File: src/rtl/nand_host_regs.sv
module nand_host_regs #(
  parameter int ADDR_W = 5,
  parameter int CNT_W  = 16
) (
  input  logic              clk,
  input  logic              rst_n,
  input  logic [ADDR_W-1:0] bus_addr,
  input  logic              bus_rd,
  input  logic              bus_wr,
  input  logic              bus_word,
  input  logic [7:0]        bus_wdata,
  output logic [31:0]       bus_rdata,
  output logic              bus_done,
  output logic [7:0]        nand_io_out,
  output logic              nand_io_oe,
  input  logic [7:0]        nand_io_in,
  output logic              nand_cle,
  output logic              nand_ale,
  output logic              nand_ce_n,
  output logic              nand_wp,
  output logic              nand_we_n,
  output logic              nand_re_n,
  input  logic              nand_rb
);

  localparam logic [ADDR_W-1:0] OFF_LPA = ADDR_W'(8'h00);
  localparam logic [ADDR_W-1:0] OFF_LPB = ADDR_W'(8'h04);
  localparam logic [ADDR_W-1:0] OFF_CP  = ADDR_W'(8'h08);
  localparam logic [ADDR_W-1:0] OFF_CNT = ADDR_W'(8'h0C);
  localparam logic [ADDR_W-1:0] OFF_CLR = ADDR_W'(8'h10);
  localparam logic [ADDR_W-1:0] OFF_IO  = ADDR_W'(8'h14);
  localparam logic [ADDR_W-1:0] OFF_CTL = ADDR_W'(8'h18);

  typedef enum logic [2:0] {S_IDLE, S_RD1, S_RGAP, S_RD2, S_WR1, S_WH} state_t;

  state_t           st;
  logic [7:0]       ctl;
  logic [7:0]       byte0;
  logic             word_q;
  logic [7:0]       lp0, lp1;
  logic [5:0]       cp;
  logic [CNT_W-1:0] ecc_cnt;

  wire idle    = (st == S_IDLE);
  wire a_io    = (bus_addr == OFF_IO);
  wire a_ctl   = (bus_addr == OFF_CTL);
  wire a_clr   = (bus_addr == OFF_CLR);
  wire ctl_wr  = idle && bus_wr && a_ctl;
  wire ecc_clr = idle && bus_wr && a_clr;
  wire dig_en  = (idle && bus_wr && a_io) || (st == S_RD1) || (st == S_RD2);
  wire [7:0] dig_byte = idle ? bus_wdata : nand_io_in;

  assign nand_cle  = ctl[1];
  assign nand_ale  = ctl[2];
  assign nand_wp   = ctl[3];
  assign nand_ce_n = ctl[0] | ctl[4];

  // column contribution of one byte
  logic [5:0] col_c;
  always_comb begin
    col_c = '0;
    for (int j = 0; j < 3; j++)
      for (int b = 0; b < 8; b++)
        if (((b >> j) & 1) == 1) col_c[2*j+1] = col_c[2*j+1] ^ dig_byte[b];
        else                     col_c[2*j]   = col_c[2*j]   ^ dig_byte[b];
  end

  wire [7:0] idx = ecc_cnt[7:0];

  always_ff @(posedge clk) begin
    if (!rst_n || ecc_clr) begin
      lp0 <= '0; lp1 <= '0; cp <= '0; ecc_cnt <= '0;
    end else if (dig_en) begin
      if (^dig_byte) begin
        lp0 <= lp0 ^ idx;
        lp1 <= lp1 ^ ~idx;
      end
      cp      <= cp ^ col_c;
      ecc_cnt <= ecc_cnt + 1'b1;
    end
  end

  logic [7:0] reg_val;
  always_comb begin
    reg_val = '0;
    case (bus_addr)
      OFF_LPA: for (int i = 0; i < 4; i++) begin
                 reg_val[2*i]   = lp0[4+i];
                 reg_val[2*i+1] = lp1[4+i];
               end
      OFF_LPB: for (int i = 0; i < 4; i++) begin
                 reg_val[2*i]   = lp0[i];
                 reg_val[2*i+1] = lp1[i];
               end
      OFF_CP:  reg_val = {2'b00, cp};
      OFF_CNT: reg_val = ecc_cnt[7:0];
      OFF_CTL: reg_val = ctl | {2'b00, nand_rb, 5'b0};
      default: reg_val = '0;
    endcase
  end

  always_ff @(posedge clk) begin
    if (!rst_n) begin
      st <= S_IDLE; ctl <= '0; byte0 <= '0; word_q <= 1'b0;
      nand_we_n <= 1'b1; nand_re_n <= 1'b1; nand_io_oe <= 1'b0;
      nand_io_out <= '0; bus_rdata <= '0; bus_done <= 1'b0;
    end else begin
      bus_done <= 1'b0;
      case (st)
        S_IDLE:
          if (bus_wr) begin
            if (a_io) begin
              nand_io_out <= bus_wdata;
              nand_io_oe  <= 1'b1;
              nand_we_n   <= 1'b0;
              st          <= S_WR1;
            end else begin
              if (a_ctl) ctl <= bus_wdata & 8'hDF;
              bus_done <= 1'b1;
            end
          end else if (bus_rd) begin
            if (a_io) begin
              nand_re_n <= 1'b0;
              word_q    <= bus_word;
              st        <= S_RD1;
            end else begin
              bus_rdata <= {24'b0, reg_val};
              bus_done  <= 1'b1;
            end
          end
        S_WR1: begin nand_we_n <= 1'b1; st <= S_WH; end
        S_WH:  begin nand_io_oe <= 1'b0; bus_done <= 1'b1; st <= S_IDLE; end
        S_RD1: begin
          nand_re_n <= 1'b1;
          byte0     <= nand_io_in;
          if (word_q) st <= S_RGAP;
          else begin
            bus_rdata <= {24'b0, nand_io_in};
            bus_done  <= 1'b1;
            st        <= S_IDLE;
          end
        end
        S_RGAP: begin nand_re_n <= 1'b0; st <= S_RD2; end
        S_RD2: begin
          nand_re_n <= 1'b1;
          bus_rdata <= {8'b0, nand_io_in, 8'b0, byte0};
          bus_done  <= 1'b1;
          st        <= S_IDLE;
        end
        default: st <= S_IDLE;
      endcase
    end
  end

  assert_pins_follow_ctl_R2: assert property (@(posedge clk) disable iff (!rst_n)
    !$stable({nand_cle, nand_ale, nand_wp, nand_ce_n}) |-> $past(ctl_wr));
  assert_strobes_exclusive_R4: assert property (@(posedge clk) disable iff (!rst_n)
    !(!nand_we_n && !nand_re_n));
  assert_we_data_driven_R4: assert property (@(posedge clk) disable iff (!rst_n)
    !nand_we_n |-> nand_io_oe);
  assert_we_single_R4: assert property (@(posedge clk) disable iff (!rst_n)
    !nand_we_n |=> nand_we_n && nand_io_oe);
  assert_re_single_R6: assert property (@(posedge clk) disable iff (!rst_n)
    !nand_re_n |=> nand_re_n);
  assert_cnt_step_R7: assert property (@(posedge clk) disable iff (!rst_n)
    !$stable(ecc_cnt) |-> ($past(ecc_clr) || ecc_cnt == CNT_W'($past(ecc_cnt) + 1'b1)));
  assert_clear_R10: assert property (@(posedge clk) disable iff (!rst_n)
    ecc_clr |=> (ecc_cnt == '0 && lp0 == '0 && lp1 == '0 && cp == '0));
  assert_done_pulse_R12: assert property (@(posedge clk) disable iff (!rst_n)
    bus_done |=> !bus_done);

endmodule

File: config.mk
export PLATFORM = sky130hd
export DESIGN_NAME = nand_host_regs
export DESIGN_NICKNAME = d
export VERILOG_FILES = /design/src/rtl/nand_host_regs.sv
export SDC_FILE = /design/constraint.sdc
export NUM_CORES = 1
export LEC_CHECK = 0
export BUFFER_PORTS_ARGS = -buffer_cell sky130_fd_sc_hd__buf_2
export CAP_MARGIN = 20
export CORE_MARGIN = 3
export CORE_UTILIZATION = 40
export CTS_CLUSTER_DIAMETER = 60
export DETAILED_ROUTE_END_ITERATION = 12
export PLACE_DENSITY = 0.68
export SETUP_SLACK_MARGIN = 0.2
export SYNTH_ARGS = -nofsm -noshare
export SYNTH_HDL_FRONTEND = slang
export SYNTH_SLANG_ARGS = --single-unit
File: constraint.sdc
create_clock -name clk -period 1.95 [get_ports clk]
set_input_delay 0.195 -clock clk [delete_from_list [all_inputs] [get_ports clk]]
set_output_delay 0.195 -clock clk [all_outputs]
set_load 0.01 [all_outputs]
==> insert_results.sql <==
INSERT INTO impl_metrics (metric_group, metric, value, unit) VALUES
('outcome', 'run_status', 'complete, no violations', ''),
('layout', 'instances_no_fill', '717', ''),
('clock_network', 'cts-root-buf', 'sky130_fd_sc_hd__clkbuf_8', ''),
('grt', 'grt_util_overall', '0.185', ''),
('clock_network', 'clkSinkCount', '77', ''),
('die', 'core-area', '0.0105', 'mm²'),
('placed_design', 'port_buffers', '58', ''),
('die', 'initial_core_util', '0.417', ''),
('critical_path', 'slowest_stage_delay_cp', '0.55', 'ns'),
('synthesis', 'synth_sequential_area_ratio', '0.353', ''),
('flow_run', 'number_of_maximum_capacitance_constraint_violations', '0', ''),
('synthesis', 'synthesized_area', '0.00437', 'mm²'),
('synthesis', 'avgSynthCellArea', '8.43', 'µm²'),
('layout', 'antenna-diode-count', '0', ''),
('timing', 'fin_hold_ws', '0.103', 'ns'),
('clock_network', 'clock_tree_from_tritoncts', 'yes', ''),
('placed_design', 'globalplace.congestion', '0.806', ''),
('timing', 'finalWorstSetupSlack', '0.272', 'ns'),
('critical_path', 'path_delay_family', 'simple AND/OR/NAND/NOR gates', ''),
('layout', 'final_layout_size_suffix_gt1_frac', '0.225', ''),
('timing', 'min_period', '1.68', 'ns'),
('clock_network', 'cts.clk_slew.worst_paths', '0.08', 'ns'),
('die', 'dieWidth', '110', 'µm'),
('critical_path', 'setup.worst_path.start', 'st[1]', ''),
('timing', 'rsz0062_at_grt', 'yes', ''),
('layout', 'layout.cells.most_common_list', '75 x sky130_fd_sc_hd__dfxtp_1, 70 x sky130_fd_sc_hd__nand2_1, 58 x sky130_fd_sc_hd__buf_2', ''),
('power_and_ir_drop', 'worst_ir_drop_vdd', '0.446', 'mV'),
('clock_network', 'ctsHtreeMaxLevel', '3', ''),
('power_and_ir_drop', 'power.leakage', '1.94', 'nW'),
('placed_design', 'place.detailed.instances', '700', ''),
('grt', 'grt_util_met1', '0.251', ''),
('layout', 'layout.core_utilization', '0.489', ''),
('synthesis', 'synth-edff-count', '0', ''),
('layout', 'final_cell_area', '0.00512', 'mm²'),
('route', 'avgRoutedWirePerCell', '15.9', 'µm'),
('power_and_ir_drop', 'power-per-cell-area', '686', 'mW/mm²'),
('critical_path', 'crit_arrival', '1.96', 'ns'),
('clock_network', 'cts_made_buffers', '9', ''),
('die', 'rows', '37', ''),
('grt', 'grt_antenna_before_repair', '0', ''),
('grt', 'grt.met2_usage', '0.297', ''),
('timing', 'number_of_failing_setup_endpoints_in_the_final_timing_report', '0', ''),
('worst_hold_path', 'hold_class', 'primary input to flop', ''),
('critical_path', 'worst-endpoint-required', '2.24', 'ns'),
('layout', 'n_fill_cell', '1047', ''),
('route', 'drc', '0', ''),
('critical_path', 'crit_slowest_cell', 'sky130_fd_sc_hd__or4_1', ''),
('timing', 'worst_pin_slew', '0.519', 'ns'),
('die', 'floorplan.io_pins', '75', ''),
('timing', 'final_min_period_over_clock_period', '0.860', ''),
('die', 'die-height', '110', 'µm'),
('timing', 'timing_hold_violations_final', '0', ''),
('critical_path', 'critical_path.cell_chain', 'nor4b_4, a31oi_2, or4_1, a21oi_1', ''),
('power_and_ir_drop', 'total_power', '3.51', 'mW'),
('placed_design', 'postPlaceCellArea', '0.00481', 'mm²'),
('critical_path', 'critPathBufInv', '0', ''),
('placed_design', 'place_worst_setup_slack', '0.0444', 'ns'),
('synthesis', 'post_synthesis_async_set_or_reset_flop_share', '0', ''),
('route', 'avgViaCountPerCell', '5.41', ''),
('synthesis', 'ys_seq_elements', '77', ''),
('clock_network', 'clkLatencyLatePin', '0.35', 'ns'),
('critical_path', 'worstPathMaxFanout', '4', ''),
('timing', 'relSlewSlack', '0.649', ''),
('synthesis', 'synth_cell_types', '52', ''),
('synthesis', 'synth_flop_cell', 'sky130_fd_sc_hd__dfxtp_1', ''),
('route', 'num_vias', '3878', ''),
('grt', 'grt-busiest-layer', 'met2', ''),
('layout', 'net_count_reported_at_finish', '605', ''),
('timing', 'setup_total_negative_slack', '0', 'ns'),
('route', 'drt-initial-drc-count', '271', ''),
('grt', 'grt_max_degree', '39', '');
metal layers:
layer / vias to the layer above / wire [µm]
li1: 1887 / -
met1: 1856 / 5260
met2: 121 / 5370
met3: 14 / 568
met4: 0 / 211
met5: - / 0
area by class of cell:
cell class	instances	area (µm²)	area share
multi-input cells	398	2660	0.519
clock buffers	9	124	0.0242
flip-flops and latches	77	1550	0.302
repair buffers	85	513	0.100
well taps	136	170	0.0332
inverters	6	22.5	0.00440
clock inverters	6	88.8	0.0174
power breakdown:
part           internal (mW)  leakage [nW]  switching (mW)
sequential              1.59         0.624          0.0169
clock                  0.713         0.101           0.601
combinational          0.224          1.22           0.366
total                   2.53          1.94           0.984
cells by family (layout without fill, tap and decap cells):
kind of cell	after synthesis	count (layout)	share of synthesized area
and+or+nand+nor	175	175	0.203
muxes	45	45	0.106
xor gates and xnor gates	36	36	0.0739
AOI/OAI and AO/OA	125	125	0.190
buffers and inverters	58	106	0.0699
other	1	16	0.000859
DFF	77	77	0.353
adders and majority gates	1	1	0.00287
state kept, by name (all words and copies together) (netlist names), 6 cells and up:
signal	count
cp	6
lp0	8
lp1	8
byte0	8
ctl	7
bus_rdata	16
ecc_cnt	8
nand_io_out	8
tightest hold or removal path, stage by stage:
cell	delay (ns)
sky130_fd_sc_hd__buf_2	0.07
sky130_fd_sc_hd__mux2i_1	0.05
sky130_fd_sc_hd__nor2b_1	0.10
cells in the mapped netlist (8+ instances only):
cell type	count	area [µm²]
sky130_fd_sc_hd__buf_4	18	135
sky130_fd_sc_hd__mux2_2	9	101
sky130_fd_sc_hd__a21boi_0	8	60.1
sky130_fd_sc_hd__a22oi_1	13	97.6
sky130_fd_sc_hd__o22ai_1	9	56.3
sky130_fd_sc_hd__nand2_1	70	263
sky130_fd_sc_hd__nor2b_1	21	131
sky130_fd_sc_hd__o21a_1	9	67.6
sky130_fd_sc_hd__mux2i_1	36	360
sky130_fd_sc_hd__buf_2	10	50.1
sky130_fd_sc_hd__o21ai_0	24	120
sky130_fd_sc_hd__nand2b_1	26	163
sky130_fd_sc_hd__xnor2_1	25	219
sky130_fd_sc_hd__a21oi_1	27	135
sky130_fd_sc_hd__dfxtp_1	77	1540
sky130_fd_sc_hd__nor2_1	22	82.6
sky130_fd_sc_hd__clkbuf_1	22	82.6
sky130_fd_sc_hd__xor2_1	10	87.6
what timing repair did:
| item | in CTS | in global routing |
|---|---|---|
| setup buffers | 0 | 2 |
| pin swaps | 0 | 4 |
| setup endpoints to repair | 30 | 39 |
| gates resized for setup | 3 | 17 |
| endpoints found under the hold margin | 0 | 0 |
worst paths after layout:
path	depth (start not counted)	slack, ns	end
worst max-delay path	4	0.27	cp[0]
worst min register to register	2	0.46	nand_io_out[6]
worst min-delay path	3	0.10	word_q
worst max register to register	4	0.27	cp[0]
No activity file was read; power rests on OpenSTA's default activity.
